--- config.mk ---
export PLATFORM = sky130hd
export DESIGN_NAME = addr_latch_demux
export DESIGN_NICKNAME = d
export VERILOG_FILES = /design/src/rtl/alatch_pkg.sv /design/src/rtl/alatch_mode_dec.sv /design/src/rtl/alatch_sel_dec.sv /design/src/rtl/alatch_store.sv /design/src/rtl/addr_latch_demux.sv
export SDC_FILE = /design/constraint.sdc
export NUM_CORES = 1
export LEC_CHECK = 0
export ABC_AREA = 1
export BUFFER_PORTS_ARGS = -buffer_cell sky130_fd_sc_hd__buf_2
export CAP_MARGIN = 20
export CELL_PAD_IN_SITES_DETAIL_PLACEMENT = 2
export CELL_PAD_IN_SITES_GLOBAL_PLACEMENT = 2
export CORE_MARGIN = 2
export CORE_UTILIZATION = 30
export CTS_BUF_LIST = sky130_fd_sc_hd__clkbuf_4
export CTS_CLUSTER_SIZE = 40
export DETAILED_ROUTE_END_ITERATION = 10
export GPL_ROUTABILITY_DRIVEN = 0
export GPL_TIMING_DRIVEN = 0
export PLACE_DENSITY = 0.94
export SLEW_MARGIN = 20
export SYNTH_ARGS = -nofsm -noshare
export SYNTH_HDL_FRONTEND = slang
export SYNTH_SLANG_ARGS = --single-unit
--- constraint.sdc ---
create_clock -name clk -period 1.42 [get_ports clk]
set_input_delay 0.071 -clock clk [delete_from_list [all_inputs] [get_ports clk]]
set_output_delay 0.071 -clock clk [all_outputs]
set_load 0.01 [all_outputs]
--- src/rtl/alatch_pkg.sv ---
package alatch_pkg;
    // Mode is the {clr_n, en_n} pair read as a two-bit value.
    typedef enum logic [1:0] {
        MODE_DEMUX = 2'b00,
        MODE_CLEAR = 2'b01,
        MODE_WRITE = 2'b10,
        MODE_HOLD  = 2'b11
    } mode_t;
endpackage

--- src/rtl/alatch_mode_dec.sv ---
module alatch_mode_dec
    import alatch_pkg::*;
(
    input  logic  clr_n,
    input  logic  en_n,
    output mode_t mode,
    output logic  wr_go
);
    always_comb begin
        mode  = mode_t'({clr_n, en_n});
        wr_go = 1'b0;
        unique case (mode)
            MODE_WRITE: wr_go = 1'b1;
            MODE_HOLD,
            MODE_DEMUX,
            MODE_CLEAR: wr_go = 1'b0;
        endcase
    end
endmodule

--- src/rtl/alatch_sel_dec.sv ---
module alatch_sel_dec #(
    parameter  int ADDR_W  = 3,
    localparam int NUM_OUT = 1 << ADDR_W
) (
    input  logic [ADDR_W-1:0]  sel,
    output logic [NUM_OUT-1:0] hit
);
    for (genvar i = 0; i < NUM_OUT; i++) begin : g_hit
        assign hit[i] = (sel == ADDR_W'(i));
    end
endmodule

--- src/rtl/alatch_store.sv ---
module alatch_store #(
    parameter int NUM_OUT = 8
) (
    input  logic               clk,
    input  logic               clr_n,
    input  logic [NUM_OUT-1:0] wr_bits,
    input  logic               din,
    output logic [NUM_OUT-1:0] stored
);
    for (genvar i = 0; i < NUM_OUT; i++) begin : g_bit
        logic bit_r;
        // Asynchronous clear wins over any pending write.
        always_ff @(posedge clk or negedge clr_n) begin
            if (!clr_n) begin
                bit_r <= 1'b0;
            end else if (wr_bits[i]) begin
                bit_r <= din;
            end
        end
        assign stored[i] = bit_r;
    end
endmodule

--- src/rtl/addr_latch_demux.sv ---
module addr_latch_demux
    import alatch_pkg::*;
#(
    parameter  int ADDR_W  = 3,
    localparam int NUM_OUT = 1 << ADDR_W
) (
    input  logic               clk,
    input  logic               clr_n,
    input  logic               en_n,
    input  logic               din,
    input  logic [ADDR_W-1:0]  sel,
    output logic [NUM_OUT-1:0] q
);
    mode_t              mode;
    logic               wr_go;
    logic [NUM_OUT-1:0] hit;
    logic [NUM_OUT-1:0] wr_bits;
    logic [NUM_OUT-1:0] stored;

    alatch_mode_dec u_mode (
        .clr_n (clr_n),
        .en_n  (en_n),
        .mode  (mode),
        .wr_go (wr_go)
    );

    alatch_sel_dec #(.ADDR_W(ADDR_W)) u_dec (
        .sel (sel),
        .hit (hit)
    );

    assign wr_bits = hit & {NUM_OUT{wr_go}};

    alatch_store #(.NUM_OUT(NUM_OUT)) u_store (
        .clk     (clk),
        .clr_n   (clr_n),
        .wr_bits (wr_bits),
        .din     (din),
        .stored  (stored)
    );

    // Output process: one arm per mode.
    always_comb begin
        unique case (mode)
            MODE_DEMUX: q = hit & {NUM_OUT{din}};
            MODE_CLEAR: q = '0;
            MODE_WRITE,
            MODE_HOLD:  q = stored;
        endcase
    end
endmodule

==> results of run 1 <==
## metrics by stage
step / power [mW] / hold slack [ns] / instances / area [sq um] / worst slack (ns)
3_3_place_gp: 0.485 / -0.0564 / 120 / 671 / 0.382
4_1_cts: 0.695 / 0.0986 / 124 / 703 / 0.431
3_5_place_dp: 0.504 / -0.0507 / 120 / 671 / 0.348
5_1_grt: 0.732 / 0.104 / 124 / 703 / 0.376
6_report: 0.682 / 0.0995 / 124 / 703 / 0.444
2_1_floorplan: 0.423 / -0.225 / 83 / 579 / 0.764
## Yosys cell counts, drive strengths merged
cell    instances  area, sq um
buf             3         30.0
clkinv          1         5.00
dfrtp           8          200
inv             5         21.3
nand2          33          131
nand3          11         67.6
nand4           2         12.5
nor2           10         61.3
o21ai          10         50.0
## metal layers
metal / share of wire (%) / wire (um) / vias to the layer above
met5: 0 / 0 / -
met4: 1.3 / 23 / 0
met3: 3.5 / 60 / 4
met2: 52 / 889 / 9
met1: 43 / 731 / 290
li1: - / - / 304
## final cells by class
cell class                      instances  share of cell area, %
Clock buffer                            3                   3.20
Multi-Input combinational cell         66                   45.9
Inverter                                6                   3.74
Buffer                                  3                   4.27
Sequential cell                         8                   28.5
Tap cell                               25                   4.45
Timing Repair Buffer                   13                   9.96
## power groups by stage
| stage | Clock [mW] | Sequential, mW | Combinational (mW) |
|---|---|---|---|
| 5_1_grt | 0.200 | 0.305 | 0.227 |
| 3_3_place_gp | 0 | 0.299 | 0.186 |
| 3_5_place_dp | 0 | 0.305 | 0.199 |
| 2_1_floorplan | 0 | 0.295 | 0.128 |
| 6_report | 0.185 | 0.301 | 0.196 |
| 4_1_cts | 0.192 | 0.301 | 0.202 |
## kinds of logic after synthesis
kind of cell | after synthesis | synth area share (%)
AND/OR/NAND/NOR | 56 | 47.1
flip-flops | 8 | 34.6
buffers and inverters | 9 | 9.72
AO/OA/AOI/OAI | 10 | 8.64
## worst min-delay path: cells and delay by family
family,cells,cell delay [ns]
and+or+nand+nor,2,0.14
buffers and inverters,1,0.12
## worst paths after layout
kind / from / end / slack [ns] / depth (start not counted)
worst max-delay path: u_store.g_bit[3].bit_r / q[3] / 0.44 / 3
worst min-delay path: sel[2] / u_store.g_bit[4].bit_r / 0.1 / 3
worst max register to register: u_store.g_bit[3].bit_r / u_store.g_bit[3].bit_r / 0.75 / 2
worst min register to register: u_store.g_bit[4].bit_r / u_store.g_bit[4].bit_r / 0.48 / 2
max in group asynchronous: clr_n / u_store.g_bit[7].bit_r / 0.82 / 2
min in group asynchronous: clr_n / u_store.g_bit[1].bit_r / 0.31 / 2
## timing repair
action | CTS | global route
hold endpoints to repair | 8 | 0
setup buffers | 0 | 0
hold buffers | 1 | 0
==> summary.md, run 1 <==
| Metric | Value |
|---|---|
| Net Sw Frac | `34.5%` |
| Number of port buffers | `12` |
| Clk buf depth | `2` |
| DR vias/cell | `4.90` |
| Number of buffers created by CTS | `3` |
| Grt met1 use | `24.0%` |
| Fmax | `1020 MHz` |
| VDD IR max | `384 uV` |
| Outcome | `finished, final reports clean` |
| Share of post-route cells with drive strength above 1 | `28.3%` |
| Die span in x | `47.9 um` |
| Dpl hpwl | `1320 um` |
| Yosys cell types | `17` |
| Worst Path Arrival | `0.91 ns` |
| Final Cycle Share | `68.8%` |
| Tot GR Track Use | `18.9%` |
| Internal power | `0.447 mW` |
| CTS sink cnt | `8` |
| Max Cap Viol | `0` |
| First-pass GRT wire length | `2900 um` |
| Nets | `108` |
| Clock power share | `27.1%` |
| Post-DR wirelength/cell | `13.7 um` |
| Final Core Density | `39.9%` |
| Critical path's top delay family | `flip-flops` |
| Total grt overflow | `0` |
| Most frequent cells in the layout | `nand2_1, buf_2, nand3_1, o21ai_1, dfrtp_1` |
| Worst-path cell chain | `nand2_1 -> o21ai_1 -> buf_2` |
| P_sw | `0.235 mW` |
| Rows | `15` |
| Vias in the first global route | `613` |
| Top Registers | `u_store.g_bit.bit_r: 8 flops` |
| Drt first pass iters | `4` |
| Final setup TNS | `0 ns` |
| M3 GR Usage | `4.53%` |
| Worst setup EP type | `output pin` |
| Sequential fraction of the synthesis area | `34.6%` |
| Worst-path clk slew | `0.06 ns` |
| Global-route met2 utilization | `30.4%` |
| Top reg by flops | `u_store.g_bit.bit_r` |
| Initial Util | `32.8%` |
| Combinational Power Share | `28.7%` |
| Die Height | `47.9 um` |
| CTS resizes | `0` |
| DRT Wirelength | `1700 um` |
| Register Area | `200 sq um` |
| Fillcell total | `251` |
| Seq pwr share | `44.2%` |
| CP Launch Type | `flop` |
| Num ports | `15` |
| WS Path Type | `flop to output pin` |
| Later-pin clock latency in the skew report | `0.26 ns` |
| Core box area | `1760 sq um` |
| Critical path's slowest cell | `dfrtp_1` |
| GRT busiest layer | `met2` |
| Avg Cell Area, Syn | `6.98 sq um` |
| Final Max Tran Viols | `0` |
| Post-synth net total | `90` |
| Ant diodes | `0` |
| Commonest non-fill, non-tap cell in the layout | `nand2_1` |
| Max reg flops | `8` |
| CTS root buffer | `clkbuf_4` |
| Skew final | `0 ns` |
| Critical Path Fanout Max | `2` |
| Yosys warns | `0` |
| Drt initial violations | `2` |
| Fin. Hold Viols | `0` |
| Min Clock Period, post-route | `0.976 ns` |
| Max stage delay on crit path | `0.39 ns` |
| Worst slew pin tran | `0.413 ns` |
| RSZ-0062 raised after global routing | `false` |
| Largest net degree at the start of global routing | `11` |
| Pleak | `0.364 nW` |
| Die footprint | `2300 sq um` |
| Final setup fails | `0` |
| Area growth, synth to finish | `21.4%` |
| PwrDens | `970 nW/um^2` |
| Post-Syn Instances | `83` |
| Antenna violation net count after detailed routing | `0` |
| DR DRC count | `0` |
| Seq cells post-synth | `8` |
| TritonCTS clock tree | `yes` |
| Post-Syn Area | `579 sq um` |
| Multi-input logic area | `323 sq um` |
| WP buf/inv | `1` |
| Vias | `607` |
| CTS H-tree lvls | `1` |
| Slew headroom | `72.4%` |
| Worst EP required | `1.35 ns` |
| Hold WC Path Type | `primary input to flop` |
| Initial antenna violation count | `0` |
Power figures use the tool's default switching activity.
==> run 2, diff against run 1 <==
--- a/config.mk
+++ b/config.mk
@@ -11,13 +11,13 @@
 export CELL_PAD_IN_SITES_DETAIL_PLACEMENT = 2
 export CELL_PAD_IN_SITES_GLOBAL_PLACEMENT = 2
 export CORE_MARGIN = 2
-export CORE_UTILIZATION = 30
+export CORE_UTILIZATION = 26
 export CTS_BUF_LIST = sky130_fd_sc_hd__clkbuf_4
 export CTS_CLUSTER_SIZE = 40
 export DETAILED_ROUTE_END_ITERATION = 10
 export GPL_ROUTABILITY_DRIVEN = 0
 export GPL_TIMING_DRIVEN = 0
-export PLACE_DENSITY = 0.94
+export PLACE_DENSITY = 0.87
 export SLEW_MARGIN = 20
 export SYNTH_ARGS = -nofsm -noshare
 export SYNTH_HDL_FRONTEND = slang
==> constraint.sdc (replaced) <==
create_clock -name clk -period 0.82 [get_ports clk]
set_input_delay 0.041 -clock clk [delete_from_list [all_inputs] [get_ports clk]]
set_output_delay 0.041 -clock clk [all_outputs]
set_load 0.01 [all_outputs]
==> summary.md, run 2 (synthesized netlist as in run 1, its figures left out) <==
| Metric | Value |
|---|---|
| Initial antenna violation count | `0 (unchanged)` |
| Nets | `111 (+2.8%)` |
| Max reg flops | `8 (unchanged)` |
| Hold path start | `sel[2]` |
| Most frequent cells in the layout | `nand2_1, buf_2, nand3_1, dfrtp_1` |
| Die Height | `51.2 um (+6.8%)` |
| Critical Path Fanout Max | `2 (unchanged)` |
| Rows | `17 (+2)` |
| Post-DR wirelength/cell | `13.0 um (-5.7%)` |
| Vias | `616 (+1.5%)` |
| Area growth, synth to finish | `29.4%` |
| Placed cells | `123 (+2.5%)` |
| WS Path Type | `flop to output pin` |
| Overall Power | `1.24 mW (+82%)` |
| DR vias/cell | `4.74 (-3.2%)` |
| Non-filler cells, final | `130 (+4.8%)` |
| DR DRC count | `0 (unchanged)` |
| DRT Wirelength | `1680 um (-1.2%)` |
| R2R Setup Slk | `0.08 ns (-0.67 ns)` |
| R2R Path End | `u_store.g_bit[6].bit_r` |
| Area after DPL | `674 sq um (+0.56%)` |
| Failing checks | `setup timing` |
| CTS root buffer | `clkbuf_4` |
| TritonCTS clock tree | `yes` |
| CTS sink cnt | `8 (unchanged)` |
| CP Launch Type | `flop` |
| Top reg by flops | `u_store.g_bit.bit_r` |
| Register Area | `200 sq um (unchanged)` |
| Worst-path clk slew | `0.06 ns (about the same)` |
| Fmax | `1040 MHz` |
| Drt initial violations | `2 (unchanged)` |
| Min Clock Period, post-route | `0.964 ns` |
| Multi-input logic area | `337 sq um (+4.3%)` |
| Clk buf depth | `2 (unchanged)` |
| Initial Util | `27.0% (-5.9 points)` |
| Number of port buffers | `12 (unchanged)` |
| Outcome | `finished, violations left` |
| Final setup TNS | `-0.915 ns (-0.915 ns)` |
| Later-pin clock latency in the skew report | `0.27 ns (about the same)` |
| Pleak | `0.387 nW (+6.5%)` |
| Hold WC Path Type | `primary input to flop` |
| PwrDens | `1650 nW/um^2 (+71%)` |
| Die footprint | `2620 sq um (+14%)` |
| Slew headroom | `72.7% (+0.39 points)` |
| Ant diodes | `0 (unchanged)` |
| Final setup fails | `8 (+8)` |
| Launch point of the worst reg-to-reg path | `u_store.g_bit[6].bit_r` |
| Commonest non-fill, non-tap cell in the layout | `nand2_1` |
| Num ports | `15 (unchanged)` |
| Top Registers | `u_store.g_bit.bit_r: 8 flops` |
| Drt first pass iters | `4 (unchanged)` |
| VDD IR max | `761 uV (+98%)` |
| RSZ-0062 raised after global routing | `true` |
| Final Instance Area | `749 sq um (+6.6%)` |
| Worst slew pin tran | `0.407 ns (-0.00580 ns)` |
| Max Cap Viol | `0 (unchanged)` |
| Worst Path Arrival | `0.92 ns (about the same)` |
| Number of buffers created by CTS | `3 (unchanged)` |
| Fin. Hold Viols | `0 (unchanged)` |
| Hold EP | `u_store.g_bit[4].bit_r` |
| CTS H-tree lvls | `1 (unchanged)` |
| Skew final | `0 ns (unchanged)` |
| Fin worst setup slack | `-0.144 ns (-0.587 ns)` |
| First-pass GRT wire length | `2930 um (+1.2%)` |
| Final Max Tran Viols | `0 (unchanged)` |
| Final Cycle Share | `118%` |
| Vias in the first global route | `655 (+6.9%)` |
| Fillcell total | `270 (+7.6%)` |
| Post-Place Setup Slack | `-0.218 ns (-0.565 ns)` |
| Largest net degree at the start of global routing | `11 (unchanged)` |
| Worst Hold Path Cells | `3 (unchanged)` |
| Core box area | `2150 sq um (+22%)` |
| Cells on worst reg2reg path | `3 (+1)` |
| Dpl hpwl | `1260 um (-3.9%)` |
| Antenna violation net count after detailed routing | `0 (unchanged)` |
| Tot GR Track Use | `15.7% (-3.2 points)` |
| Share of post-route cells with drive strength above 1 | `34.3% (+6.0 points)` |
| Total grt overflow | `0 (unchanged)` |
| Die span in x | `51.2 um (+6.8%)` |
| Worst EP required | `0.78 ns (-0.57 ns)` |
| Worst setup EP type | `output pin` |
run 2: how the worst max path moves through the flow:
stage               cells past startpoint                     end  slack (ns)              startpoint
floorplan                               6  u_store.g_bit[1].bit_r        0.22                   clr_n
global placement                        7  u_store.g_bit[2].bit_r       -0.18                   clr_n
detailed placement                      6                    q[7]       -0.22                   clr_n
CTS                                     3                    q[7]       -0.15  u_store.g_bit[7].bit_r
global route                            3                    q[5]       -0.18  u_store.g_bit[5].bit_r
finish                                  3                    q[7]       -0.14  u_store.g_bit[7].bit_r
run 2: cell type report:
cell class,instances,share of cell area (%)
repair buffers,16,12.7
flip-flops and latches,8,26.7
clock buffers,3,3.01
well taps,28,4.67
multi-input cells,66,44.9
plain buffers,3,4.51
inverters,6,3.51
run 2: through the flow:
step                util (%)  hold slack [ns]
finish                  34.9           0.0691
global route            34.9           0.0903
CTS                     34.1           0.0749
detailed placement      31.4          -0.0867
global placement        31.4          -0.0882
floorplan                  -           -0.255
run 2: report_power, final:
group	total, mW	switching (mW)	leakage, nW	internal [mW]
Clock	0.330	0.161	0.0138	0.169
Combinational	0.392	0.222	0.272	0.171
Sequential	0.518	0.0428	0.102	0.475
Total	1.24	0.425	0.387	0.815
run 2: critical path: stages (launching register included):
cell and delay, ns:
dfrtp_1 0.39, nand2_2 0.07, o21ai_2 0.05, buf_2 0.14
run 2: per-layer routing:
layer	vias to the layer above	routed length, um	global-route usage, %
li1	308	-	-
met1	288	772	18.8
met2	15	810	26.8
met3	5	52	1.75
met4	0	48	9.46
met5	-	0	0
run 2: timing repair:
item                                   in CTS  in global routing
hold buffers                                1                  0
pin swaps                                   4                  5
resized for setup                           5                  1
setup endpoints to repair                   8                  8
setup buffers                               1                  2
endpoints found under the hold margin       8                  0
==> run 3, diff against run 2 <==
--- a/config.mk
+++ b/config.mk
@@ -11,13 +11,13 @@
 export CELL_PAD_IN_SITES_DETAIL_PLACEMENT = 2
 export CELL_PAD_IN_SITES_GLOBAL_PLACEMENT = 2
 export CORE_MARGIN = 2
-export CORE_UTILIZATION = 26
+export CORE_UTILIZATION = 28
 export CTS_BUF_LIST = sky130_fd_sc_hd__clkbuf_4
 export CTS_CLUSTER_SIZE = 40
 export DETAILED_ROUTE_END_ITERATION = 10
 export GPL_ROUTABILITY_DRIVEN = 0
 export GPL_TIMING_DRIVEN = 0
-export PLACE_DENSITY = 0.87
+export PLACE_DENSITY = 0.89
 export SLEW_MARGIN = 20
 export SYNTH_ARGS = -nofsm -noshare
 export SYNTH_HDL_FRONTEND = slang
==> constraint.sdc (replaced) <==
create_clock -name clk -period 1.08 [get_ports clk]
set_input_delay 0.054 -clock clk [delete_from_list [all_inputs] [get_ports clk]]
set_output_delay 0.054 -clock clk [all_outputs]
set_load 0.01 [all_outputs]
==> summary.md, run 3 (synthesized netlist as in run 1, its figures left out) <==
| Metric | Value |
|---|---|
| Outcome | `finished, final reports clean` |
| DR DRC count | `0 (unchanged)` |
| Hold WC Path Type | `primary input to flop` |
| Final setup TNS | `0 ns (+0.915 ns)` |
| Total grt overflow | `0 (unchanged)` |
| Critical path's slowest cell | `dfrtp_1` |
| Die span in x | `49.5 um (-3.3%)` |
| Final setup fails | `0 (-8)` |
| Top Registers | `u_store.g_bit.bit_r: 8 flops` |
| Max Cap Viol | `0 (unchanged)` |
| Most frequent cells in the layout | `nand2_1, buf_2, nand3_1, o21ai_1, dfrtp_1` |
| Largest net degree at the start of global routing | `11 (unchanged)` |
| Met2 wire length | `905 um (+12%)` |
| Register Area | `200 sq um (unchanged)` |
| Post CTS Setup Buffer Count | `0 (-1)` |
| WS Path Type | `flop to output pin` |
| Overall Power | `0.897 mW (-28%)` |
| Worst-path cell chain | `nand2_1 -> o21ai_1 -> buf_2` |
| Initial Util | `29.5% (+2.6 points)` |
| PwrDens | `1270 nW/um^2 (-23%)` |
| Drt initial violations | `9 (+7)` |
| WP buf/inv | `1 (unchanged)` |
| RSZ-0062 raised after global routing | `false` |
| Slew headroom | `71.7% (-1.0 points)` |
| Pleak | `0.364 nW (-6.1%)` |
| Cells on worst reg2reg path | `2 (-1)` |
| R2R Setup Slk | `0.42 ns (+0.34 ns)` |
| Tot GR Track Use | `17.4% (+1.7 points)` |
| Worst Path Arrival | `0.91 ns (about the same)` |
| Max stage delay on crit path | `0.39 ns (about the same)` |
| Clk buf depth | `2 (unchanged)` |
| Number of port buffers | `12 (unchanged)` |
| Metal-1 WL | `854 um (+11%)` |
| Core box area | `1960 sq um (-8.7%)` |
| Fin. Hold Viols | `0 (unchanged)` |
| R2R Path End | `u_store.g_bit[7].bit_r` |
| Antenna violation net count after detailed routing | `0 (unchanged)` |
| Rows | `16 (-1)` |
| Drt first pass iters | `2 (-2)` |
| CTS H-tree lvls | `1 (unchanged)` |
| Fillcell total | `262 (-3.0%)` |
| Critical path's top delay family | `flip-flops` |
| Number of buffers created by CTS | `3 (unchanged)` |
| VDD IR max | `354 uV (-53%)` |
| Worst slew pin tran | `0.422 ns (+0.0150 ns)` |
| WL met3 | `31 um (-40%)` |
| Vias | `621 (+0.81%)` |
| Worst Hold Path Cells | `4 (+1)` |
| DRT Wirelength | `1810 um (+7.5%)` |
| CTS sink cnt | `8 (unchanged)` |
| Skew final | `0 ns (unchanged)` |
| TritonCTS clock tree | `yes` |
| Launch point of the worst reg-to-reg path | `u_store.g_bit[7].bit_r` |
| Dpl hpwl | `1320 um (+4.1%)` |
| Worst setup EP type | `output pin` |
| First-pass GRT wire length | `3270 um (+12%)` |
| Fmax | `1040 MHz` |
| Critical Path Fanout Max | `2 (unchanged)` |
| Final Max Tran Viols | `0 (unchanged)` |
| CP Launch Type | `flop` |
| DR vias/cell | `4.93 (+4.0%)` |
| Worst-path clk slew | `0.06 ns (about the same)` |
| Worst EP required | `1.03 ns (+0.25 ns)` |
| Top layer in use | `met4` |
| Post-DR wirelength/cell | `14.4 um (+11%)` |
| Commonest non-fill, non-tap cell in the layout | `nand2_1` |
| Later-pin clock latency in the skew report | `0.26 ns (about the same)` |
| Ant diodes | `0 (unchanged)` |
| Share of post-route cells with drive strength above 1 | `28.3% (-6.0 points)` |
| Num ports | `15 (unchanged)` |
| Nets | `108 (-2.7%)` |
| Area growth, synth to finish | `21.8%` |
| Max reg flops | `8 (unchanged)` |
| Hold EP | `u_store.g_bit[2].bit_r` |
| Final Cycle Share | `88.8%` |
| Min Clock Period, post-route | `0.959 ns` |
| Vias in the first global route | `666 (+1.7%)` |
| Initial antenna violation count | `0 (unchanged)` |
| Top reg by flops | `u_store.g_bit.bit_r` |
| Multi-input logic area | `323 sq um (-4.1%)` |
| Die Height | `49.5 um (-3.3%)` |
| Die footprint | `2450 sq um (-6.6%)` |
| CTS root buffer | `clkbuf_4` |
| Hold path start | `sel[2]` |
## run 3: changes by cell type in the layout (fill, tap and decap cells not counted), sizes merged
cell | previous run | this run
buf | 18 | 15
## run 3: power by group
| group | switching [mW] | total (mW) | leakage [nW] | internal (mW) |
|---|---|---|---|---|
| Sequential | 0.0337 | 0.395 | 0.102 | 0.361 |
| Clock | 0.111 | 0.239 | 0.0138 | 0.128 |
| Combinational | 0.166 | 0.264 | 0.248 | 0.0984 |
| Total | 0.310 | 0.897 | 0.364 | 0.587 |
## run 3: what timing repair did
| action | CTS | global route |
|---|---|---|
| gates resized for setup | 0 | 0 |
| hold endpoints to repair | 8 | 0 |
| hold buffers | 1 | 0 |
| setup endpoints to repair | 0 | 0 |
## run 3: cell type report
| type | instances | share of cell area, % |
|---|---|---|
| Sequential cell | 8 | 28.4 |
| Inverter | 6 | 3.72 |
| Buffer | 3 | 4.26 |
| Multi-Input combinational cell | 66 | 45.7 |
| Timing Repair Buffer | 13 | 9.93 |
| Clock buffer | 3 | 3.19 |
| Tap cell | 27 | 4.79 |
## run 3: how the worst max path moves through the flow
stage          depth (start not counted)                endpoint  slack [ns]                    from
2_1_floorplan                          4                    q[0]        0.46                   clr_n
3_3_place_gp                           7  u_store.g_bit[1].bit_r        0.08                   clr_n
3_5_place_dp                           7  u_store.g_bit[2].bit_r        0.04                   clr_n
4_1_cts                                3                    q[7]        0.11  u_store.g_bit[7].bit_r
5_1_grt                                3                    q[7]        0.06  u_store.g_bit[7].bit_r
6_report                               3                    q[7]        0.12  u_store.g_bit[7].bit_r
## run 3: worst min-delay path, delay by kind of cell
| kind | cells | cell delay, ns |
|---|---|---|
| buf+inv | 1 | 0.12 |
| simple gates | 3 | 0.16 |
## run 3: metal layers
metal,global-route usage [%],vias to the layer above
met4,6.94,0
met1,24.3,310
met2,27.9,10
li1,-,299
met3,1.21,2
met5,0,-
## run 3: stage by stage
step	hold slack (ns)	util, %	std cells	cell area, sq um	setup WS (ns)
2_1_floorplan	-0.242	-	83	579	0.458
3_3_place_gp	-0.0738	34.3	122	673	0.0774
3_5_place_dp	-0.0696	34.3	122	673	0.0415
4_1_cts	0.101	36.0	126	706	0.106
5_1_grt	0.126	36.0	126	706	0.0576
6_report	0.108	36.0	126	706	0.121
